### config.mk
export PLATFORM = sky130hd
export DESIGN_NAME = sysctl_port_top
export DESIGN_NICKNAME = d
export VERILOG_FILES = /design/src/rtl/sysctl_pkg.sv /design/src/rtl/sysctl_rst_sync.sv /design/src/rtl/sysctl_ctl_reg.sv /design/src/rtl/sysctl_rd_mux.sv /design/src/rtl/sysctl_port_top.sv
export SDC_FILE = /design/constraint.sdc
export NUM_CORES = 1
export LEC_CHECK = 0
export ABC_CLOCK_PERIOD_IN_PS = 1250
export BUFFER_PORTS_ARGS = -buffer_cell sky130_fd_sc_hd__buf_2
export CORE_MARGIN = 5
export CORE_UTILIZATION = 30
export CTS_CLUSTER_SIZE = 8
export DETAILED_ROUTE_END_ITERATION = 7
export PLACE_DENSITY = 0.67
export SLEW_MARGIN = 10
export SYNTH_ARGS = -nofsm -noshare
export SYNTH_HDL_FRONTEND = slang
export SYNTH_SLANG_ARGS = --single-unit
export TNS_END_PERCENT = 100
### constraint.sdc
create_clock -name clk -period 1.25 [get_ports clk]
set_input_delay 0.25 -clock clk [delete_from_list [all_inputs] [get_ports clk]]
set_output_delay 0.25 -clock clk [all_outputs]
set_load 0.01 [all_outputs]
### src/rtl/sysctl_pkg.sv
package sysctl_pkg;
  localparam int DATA_W    = 8;
  localparam int ADDR_W    = 2;
  localparam int NIB_W     = DATA_W / 2;

  // control byte bit positions (address 1)
  localparam int CB_SPK_GATE = 0;
  localparam int CB_SPK_DATA = 1;
  localparam int CB_NIB_HI   = 3;
  localparam int CB_KBD_CLK  = 6;
  localparam int CB_KBD_OFF  = 7;

  // fixed upper nibble of the status port: errors clear, bits 5:4 set
  localparam logic [NIB_W-1:0] STATUS_FIXED = 4'b0011;
  localparam logic [DATA_W-1:0] IDLE_READ   = '1;

  typedef enum logic [ADDR_W-1:0] {
    PSEL_KEYSW  = 2'd0,
    PSEL_CTRL   = 2'd1,
    PSEL_STATUS = 2'd2,
    PSEL_SPARE  = 2'd3
  } port_sel_e;

  typedef struct packed {
    logic kbd_off;
    logic kbd_clk;
    logic nib_hi;
    logic spk_data;
    logic spk_gate;
  } ctl_t;
endpackage

### src/rtl/sysctl_rst_sync.sv
module sysctl_rst_sync #(
  parameter int STAGES = 2
) (
  input  logic clk,
  input  logic rst_n,
  output logic rst_sync_n
);
  logic [STAGES-1:0] sync_q;
  logic [STAGES-1:0] sync_d;

  generate
    if (STAGES == 1) begin : g_single
      always_comb sync_d = 1'b1;
    end else begin : g_chain
      always_comb sync_d = {sync_q[STAGES-2:0], 1'b1};
    end
  endgenerate

  always_ff @(posedge clk or negedge rst_n) begin
    if (!rst_n) sync_q <= '0;
    else        sync_q <= sync_d;
  end

  assign rst_sync_n = sync_q[STAGES-1];
endmodule

### src/rtl/sysctl_ctl_reg.sv
module sysctl_ctl_reg
  import sysctl_pkg::*;
(
  input  logic clk,
  input  logic rst_n,
  input  logic wr_ctrl,
  input  ctl_t wr_fields,
  output ctl_t ctl,
  output logic clr_pulse
);
  ctl_t ctl_q, ctl_d;
  logic ctl_en;
  logic clr_q, clr_d;

  // next state
  always_comb begin
    ctl_en = wr_ctrl;
    ctl_d  = wr_fields;
    clr_d  = wr_ctrl & wr_fields.kbd_off;
  end

  // registers with explicit enable
  always_ff @(posedge clk or negedge rst_n) begin
    if (!rst_n)      ctl_q <= '0;
    else if (ctl_en) ctl_q <= ctl_d;
  end

  always_ff @(posedge clk or negedge rst_n) begin
    if (!rst_n) clr_q <= 1'b0;
    else        clr_q <= clr_d;
  end

  assign ctl       = ctl_q;
  assign clr_pulse = clr_q;

  assert_clr_fire_R3: assert property (@(posedge clk) disable iff (!rst_n)
    (wr_ctrl && wr_fields.kbd_off) |=> clr_pulse);
  assert_clr_quiet_R3: assert property (@(posedge clk) disable iff (!rst_n)
    !(wr_ctrl && wr_fields.kbd_off) |=> !clr_pulse);
  assert_hold_R10: assert property (@(posedge clk) disable iff (!rst_n)
    !wr_ctrl |=> $stable(ctl));
  assert_spk_R6: assert property (@(posedge clk) disable iff (!rst_n)
    wr_ctrl |=> (ctl.spk_gate == $past(wr_fields.spk_gate)) &&
                (ctl.spk_data == $past(wr_fields.spk_data)));
endmodule

### src/rtl/sysctl_rd_mux.sv
module sysctl_rd_mux
  import sysctl_pkg::*;
(
  input  port_sel_e         sel,
  input  ctl_t              ctl,
  input  logic [DATA_W-1:0] kbd_scan,
  input  logic [DATA_W-1:0] equip_sw,
  output logic [DATA_W-1:0] rdata
);
  logic [DATA_W-1:0] keysw_byte;
  logic [NIB_W-1:0]  sw_nibble;
  logic [DATA_W-1:0] status_byte;

  always_comb begin
    keysw_byte  = ctl.kbd_off ? equip_sw : kbd_scan;
    sw_nibble   = ctl.nib_hi ? equip_sw[DATA_W-1:NIB_W] : equip_sw[NIB_W-1:0];
    status_byte = {STATUS_FIXED, sw_nibble};
    unique case (sel)
      PSEL_KEYSW:  rdata = keysw_byte;
      PSEL_STATUS: rdata = status_byte;
      default:     rdata = IDLE_READ;
    endcase
  end
endmodule

### src/rtl/sysctl_port_top.sv
module sysctl_port_top
  import sysctl_pkg::*;
(
  input  logic       clk,
  input  logic       rst_n,
  input  logic [1:0] bus_addr,
  input  logic [7:0] bus_wdata,
  input  logic       bus_wr,
  output logic [7:0] bus_rdata,
  input  logic [7:0] kbd_scan,
  input  logic [7:0] equip_sw,
  output logic       spk_gate,
  output logic       spk_data,
  output logic       kbd_clk_en,
  output logic       kbd_clr
);
  logic      rst_sync_n;
  port_sel_e sel;
  logic      wr_ctrl;
  ctl_t      wr_fields;
  ctl_t      ctl;
  logic      unused_wdata_bits;

  sysctl_rst_sync #(.STAGES(2)) u_rst (
    .clk        (clk),
    .rst_n      (rst_n),
    .rst_sync_n (rst_sync_n)
  );

  always_comb begin
    sel                = port_sel_e'(bus_addr);
    wr_ctrl            = bus_wr && (sel == PSEL_CTRL);
    wr_fields.kbd_off  = bus_wdata[CB_KBD_OFF];
    wr_fields.kbd_clk  = bus_wdata[CB_KBD_CLK];
    wr_fields.nib_hi   = bus_wdata[CB_NIB_HI];
    wr_fields.spk_data = bus_wdata[CB_SPK_DATA];
    wr_fields.spk_gate = bus_wdata[CB_SPK_GATE];
  end

  assign unused_wdata_bits = ^{bus_wdata[5:4], bus_wdata[2]};

  sysctl_ctl_reg u_ctl (
    .clk       (clk),
    .rst_n     (rst_sync_n),
    .wr_ctrl   (wr_ctrl),
    .wr_fields (wr_fields),
    .ctl       (ctl),
    .clr_pulse (kbd_clr)
  );

  sysctl_rd_mux u_mux (
    .sel      (sel),
    .ctl      (ctl),
    .kbd_scan (kbd_scan),
    .equip_sw (equip_sw),
    .rdata    (bus_rdata)
  );

  assign spk_gate   = ctl.spk_gate;
  assign spk_data   = ctl.spk_data;
  assign kbd_clk_en = ctl.kbd_clk;

  assert_status_fixed_R5: assert property (@(posedge clk) disable iff (!rst_sync_n)
    (bus_addr == 2'd2) |-> (bus_rdata[7:4] == 4'b0011));
  assert_keysw_switch_R2: assert property (@(posedge clk) disable iff (!rst_sync_n)
    (bus_addr == 2'd0 && $past(bus_wr && bus_addr == 2'd1 && bus_wdata[7]))
      |-> (bus_rdata == equip_sw));
  assert_idle_read_R8: assert property (@(posedge clk) disable iff (!rst_sync_n)
    (bus_addr[0]) |-> (bus_rdata == 8'hFF));
  assert_other_wr_R9: assert property (@(posedge clk) disable iff (!rst_sync_n)
    (bus_wr && bus_addr != 2'd1) |=> $stable({spk_gate, spk_data, kbd_clk_en}) && !kbd_clr);
  assert_clk_en_R7: assert property (@(posedge clk) disable iff (!rst_sync_n)
    (bus_wr && bus_addr == 2'd1) |=> (kbd_clk_en == $past(bus_wdata[6])));
endmodule

Word level (Yosys, flattened, before mapping)
Index checks and enable logic that the tools add are counted.
{ "word_totals": {"ff_bits": 8, "input_bits": 29, "output_inout_bits": 12, "wordCells": 15} }
{ "op_classes": {"eq_ne": 2, "mux": 3, "n_bitwise": 1, "reduce_logical": 2} }
{ "ops": {"columns": ["operator", "count"], "rows": [
  ["8-bit one-hot mux with 2 select lines", 1],
  ["8-bit 2-to-1 mux", 1],
  ["4-bit 2-to-1 mux", 1],
  ["2-bit by 1-bit == test with 1-bit output (second input constant)", 1],
  ["2-bit == test (second input constant)", 1],
  ["2-bit zero test", 1],
  ["1-bit bitwise AND", 1],
  ["1-bit logical AND", 1]
]} }

Logic depth before layout (Yosys ltp)
{ "depth": {"ltp_word": 3, "ltp_mapped": 4, "depth_no_buf": 3} }

Hierarchy
Synthesis repeated with hierarchy kept, for this count alone.
{ "unflattened": {"cells_unflattened": 40, "hier_area_um2": 475.5} }
{ "by_module_without_submodules": {"columns": ["mod", "instances", "cells_each", "area_per_inst_um2", "seq_area_each_um2"], "rows": [
  ["sysctl_ctl_reg", 1, 12, 214.0, 150.1],
  ["sysctl_rd_mux", 1, 24, 198.9, 0.0],
  ["sysctl_rst_sync", 1, 3, 53.8, 50.0],
  ["sysctl_port_top", 1, 1, 8.8, 0.0]
]} }

Least setup slack after synthesis
Ideal clock, no wire load.
{ "synth_timing": {"path_kind": "flip-flop to output port", "start": "register u_ctl.ctl_q, in the netlist u_ctl.ctl[4]", "end": "output bus_rdata[0]", "arrival_time_ns": 0.932, "required_time_ns": 1.000, "slack_ns": 0.068, "path_stages_with_launch": 4, "n_path_buf": 1, "cell_sequence": "dfrtp_1 > buf_2 > o21ai_2 > o221a_2"} }
{ "synth_between": {"elab_chain_len": 2} }
{ "synth_lines": {"columns": ["item", "line", "text"], "rows": [
  ["from (decl)", "sysctl_ctl_reg.sv:11", "ctl_t ctl_q, ctl_d;"],
  ["from (signal assigned)", "sysctl_ctl_reg.sv:25", "else if (ctl_en) ctl_q <= ctl_d;"],
  ["8-bit 2-to-1 mux", "sysctl_rd_mux.sv:15", "keysw_byte = ctl.kbd_off ? equip_sw : kbd_scan;"],
  ["8-bit one-hot mux with 2 select lines", "sysctl_rd_mux.sv:18", "unique case (sel)"],
  ["to (decl)", "sysctl_port_top.sv:9", "output logic [7:0] bus_rdata,"]
]} }
No other way between the ends.

Worst setup path after layout
{ "layout_timing": {"start": "register u_ctl.ctl_q, in the netlist u_ctl.ctl[4]", "end": "output bus_rdata[3]"} }
Same word-level chain as after synthesis.

==> impl_results.md <==
* Result of the run: complete, but fails checks
* Violations in the final reports: setup timing
* Area of the core at 1470 sq um
* Antenna diode count at 0
* Cells taking the most area after synthesis: sky130_fd_sc_hd__dfrtp_1, sky130_fd_sc_hd__mux2_2, sky130_fd_sc_hd__o221a_2, sky130_fd_sc_hd__mux2i_1, sky130_fd_sc_hd__nand2_1
* Via Count at 508
* Post-Syn Nets at 71
* DRT Pass-1 Iters at 2
* Final clock period utilization by the worst path at 120%
* Setup repair after global routing missed its margin: yes
* DRC viols at 0
* Final slew viol count at 0
* Antenna violations before repair at 0
* Area share of the largest cell type after synthesis at 44.2%
* Seq/Total Area, Yosys at 44.2%
* Highest-count cells in the layout ignoring fill and taps: sky130_fd_sc_hd__buf_2, sky130_fd_sc_hd__dfrtp_1, sky130_fd_sc_hd__nand2_1, sky130_fd_sc_hd__buf_6
* Hold Vio Cnt, Final at 0
* Power density over the cells at 1030 nW/um^2
* Die X-Extent at 48.9 microns
* Number of cells on the worst reg-to-reg path at 2
* GRT met2 Usage at 20.7%
* Global-route layer with the greatest usage: met2
* Number of nets at the end of the flow at 120
* FP Rows at 14
* Number of instances in the synthesized netlist at 42
* Average wire length per cell after detail routing at 12.3 microns
* Die Height at 48.9 microns
* Total of warnings raised by yosys at 0
* Leak Pwr at 0.409 nW
* Cell accounting for the most synthesized area: sky130_fd_sc_hd__dfrtp_1
* Via count of the first global-routing pass at 555
* Time the final worst path needs with I/O delays and setup at 1500 ps
* GR Overflow Total at 0
* TritonCTS Buffers at 3
* Netlist cell types at 15
* RePlAce Congestion at 0.691
* Arrival @ worst endpoint at 1250 ps
* Most frequent standard cell in the layout excluding fill and tap cells: sky130_fd_sc_hd__buf_2
* Largest net degree at the start of global routing at 7
* Master cell of the clock root buffer: sky130_fd_sc_hd__clkbuf_4
* Cell area after synthesis at 453 sq um
* IO Port Bufs at 37
* Per-cell via count in the routed design at 4.84
* Setup crit end kind: primary output
* Sum of net half-perimeters after detailed placement at 1040 microns
* GR met3 Demand/Resource at 3.36%
* Worst setup path category: flop to primary output
* Total Routed Length at 1290 microns
* Number of I/O pins at 41
* Violation count after the first detailed-routing iteration at 2
* Fraction of final layout cells with drive strength greater than 1 at 68.5%
* # setup viols final at 8
* Critical Path Start Type: flop
* DRT antenna net count at 0
* Type of the tightest min-delay check: flop to asynchronous set/reset pin
* Starting Density at 30.8%
* Flops & latches, synth at 8
* TritonCTS Sinks at 8
* Wire length of the first global-routing pass at 2230 microns
* Avg Inst Size Synth at 10.8 sq um
* H-Tree Depth at 1
* Overall Power at 0.803 mW
* Data required time of the critical path at 1000 ps
* Worst-path maximum fanout at 5
* CTS Buffer Depth at 2
* Post-route setup TNS at -1710 ps
* Clock Skew at 5.35 ps
* Number of max-capacitance violations reported at 0
* Clock latency on the worst-skew pair at 250 ps
* Highest ir drop seen on vdd at 0.662 mV
* Post-layout worst setup margin at -246 ps
* CTS tree: built
* Area Growth Syn to Fin at 71.8%
* Tot GR Track Use at 11.3%
* Met1 global-route usage at 11.5%
* Clock input transition at the sequential cells of the worst setup and hold paths at 50 ps
* Highest clock frequency the design can meet at 668 MHz
* Die outline area at 2390 sq um
## timing repair
item | 4_1_cts | 5_1_grt
endpoints found under the hold margin | 2 | 0
resized for setup | 9 | 0
hold buffers | 1 | 0
setup endpoints to repair | 8 | 8
setup buffers | 1 | 0
pin swaps | 7 | 1
## registers in the layout, indices dropped and copies added, names as in the netlist
register	cells
u_ctl.clr_pulse	1
u_ctl.ctl	5
u_rst.sync_q	2
## cells in the mapped netlist (all sizes together)
| cell | number |
|---|---|
| nand2 | 6 |
| dfrtp | 8 |
| o221a | 4 |
| inv | 1 |
| a21oi | 1 |
| a21o | 1 |
| o21bai | 2 |
| nor2 | 6 |
| mux2i | 4 |
| mux2 | 4 |
| o21ai | 1 |
| nand3b | 2 |
| conb | 1 |
| buf | 1 |
## cell type report
type                            instances  area (sq um)
Timing Repair Buffer                   45           280
Fill cell                             147           693
Multi-Input combinational cell         32           250
Sequential cell                         8           201
Inverter                                1          3.75
Tap cell                               16          20.0
Clock buffer                            3          22.5
## stage by stage
| stage | std cells | hold WS, ps | setup WS [ps] | util (%) | instance area (sq um) |
|---|---|---|---|---|---|
| after global placement | 100 | 36.9 | -30.8 | 47.4 | 698 |
| after CTS | 105 | 102 | -256 | 52.9 | 778 |
| after detailed placement | 100 | 42.0 | -27.9 | 47.4 | 698 |
| after global routing | 105 | 116 | -296 | 52.9 | 778 |
| after floorplan | 42 | -45.6 | 68.4 | - | 453 |
| final | 105 | 85.8 | -246 | 52.9 | 778 |
## cells by family after synthesis
| group | Yosys count | share of synthesized area, % |
|---|---|---|
| AOI/OAI and AO/OA | 9 | 18.2 |
| other | 1 | 0.828 |
| DFF | 8 | 44.2 |
| muxes | 8 | 18.8 |
| and+or+nand+nor | 14 | 16.0 |
| buffers and inverters | 2 | 1.93 |
## path summary, 6_finish.rpt
kind / slack, ps / startpoint / to
worst max-delay path: -250 / u_ctl.ctl[4]$_DFFE_PN0P_ / bus_rdata[3]
worst min-delay path: 90 / u_rst.sync_q[1]$_DFF_PN0_ / u_ctl.ctl[0]$_DFFE_PN0P_
worst max register to register: 390 / u_ctl.ctl[4]$_DFFE_PN0P_ / u_ctl.ctl[4]$_DFFE_PN0P_
worst min register to register: 90 / u_rst.sync_q[1]$_DFF_PN0_ / u_ctl.ctl[0]$_DFFE_PN0P_
max in group asynchronous: 830 / rst_n / u_rst.sync_q[1]$_DFF_PN0_
min in group clk: 230 / bus_wdata[1] / u_ctl.ctl[1]$_DFFE_PN0P_
## critical path, stage by stage (launching register included)
cell                      delay (ps)
sky130_fd_sc_hd__dfrtp_2         440
sky130_fd_sc_hd__buf_6           150
sky130_fd_sc_hd__nor2_2          110
sky130_fd_sc_hd__nand2_1          60
sky130_fd_sc_hd__o221a_2         120
sky130_fd_sc_hd__buf_6           120
## power breakdown
part	total [mW]	switching, mW	internal (mW)
sequential	0.322	0.0278	0.294
combinational	0.295	0.118	0.177
clock	0.186	0.0770	0.109
## layer usage
metal	wire length [microns]	vias up	share of wire, %
met1	457	234	35
met2	651	31	50
li1	-	243	-
met3	182	0	14
met5	0	-	0
met4	0	0	0
Power figures use the tool's default switching activity.
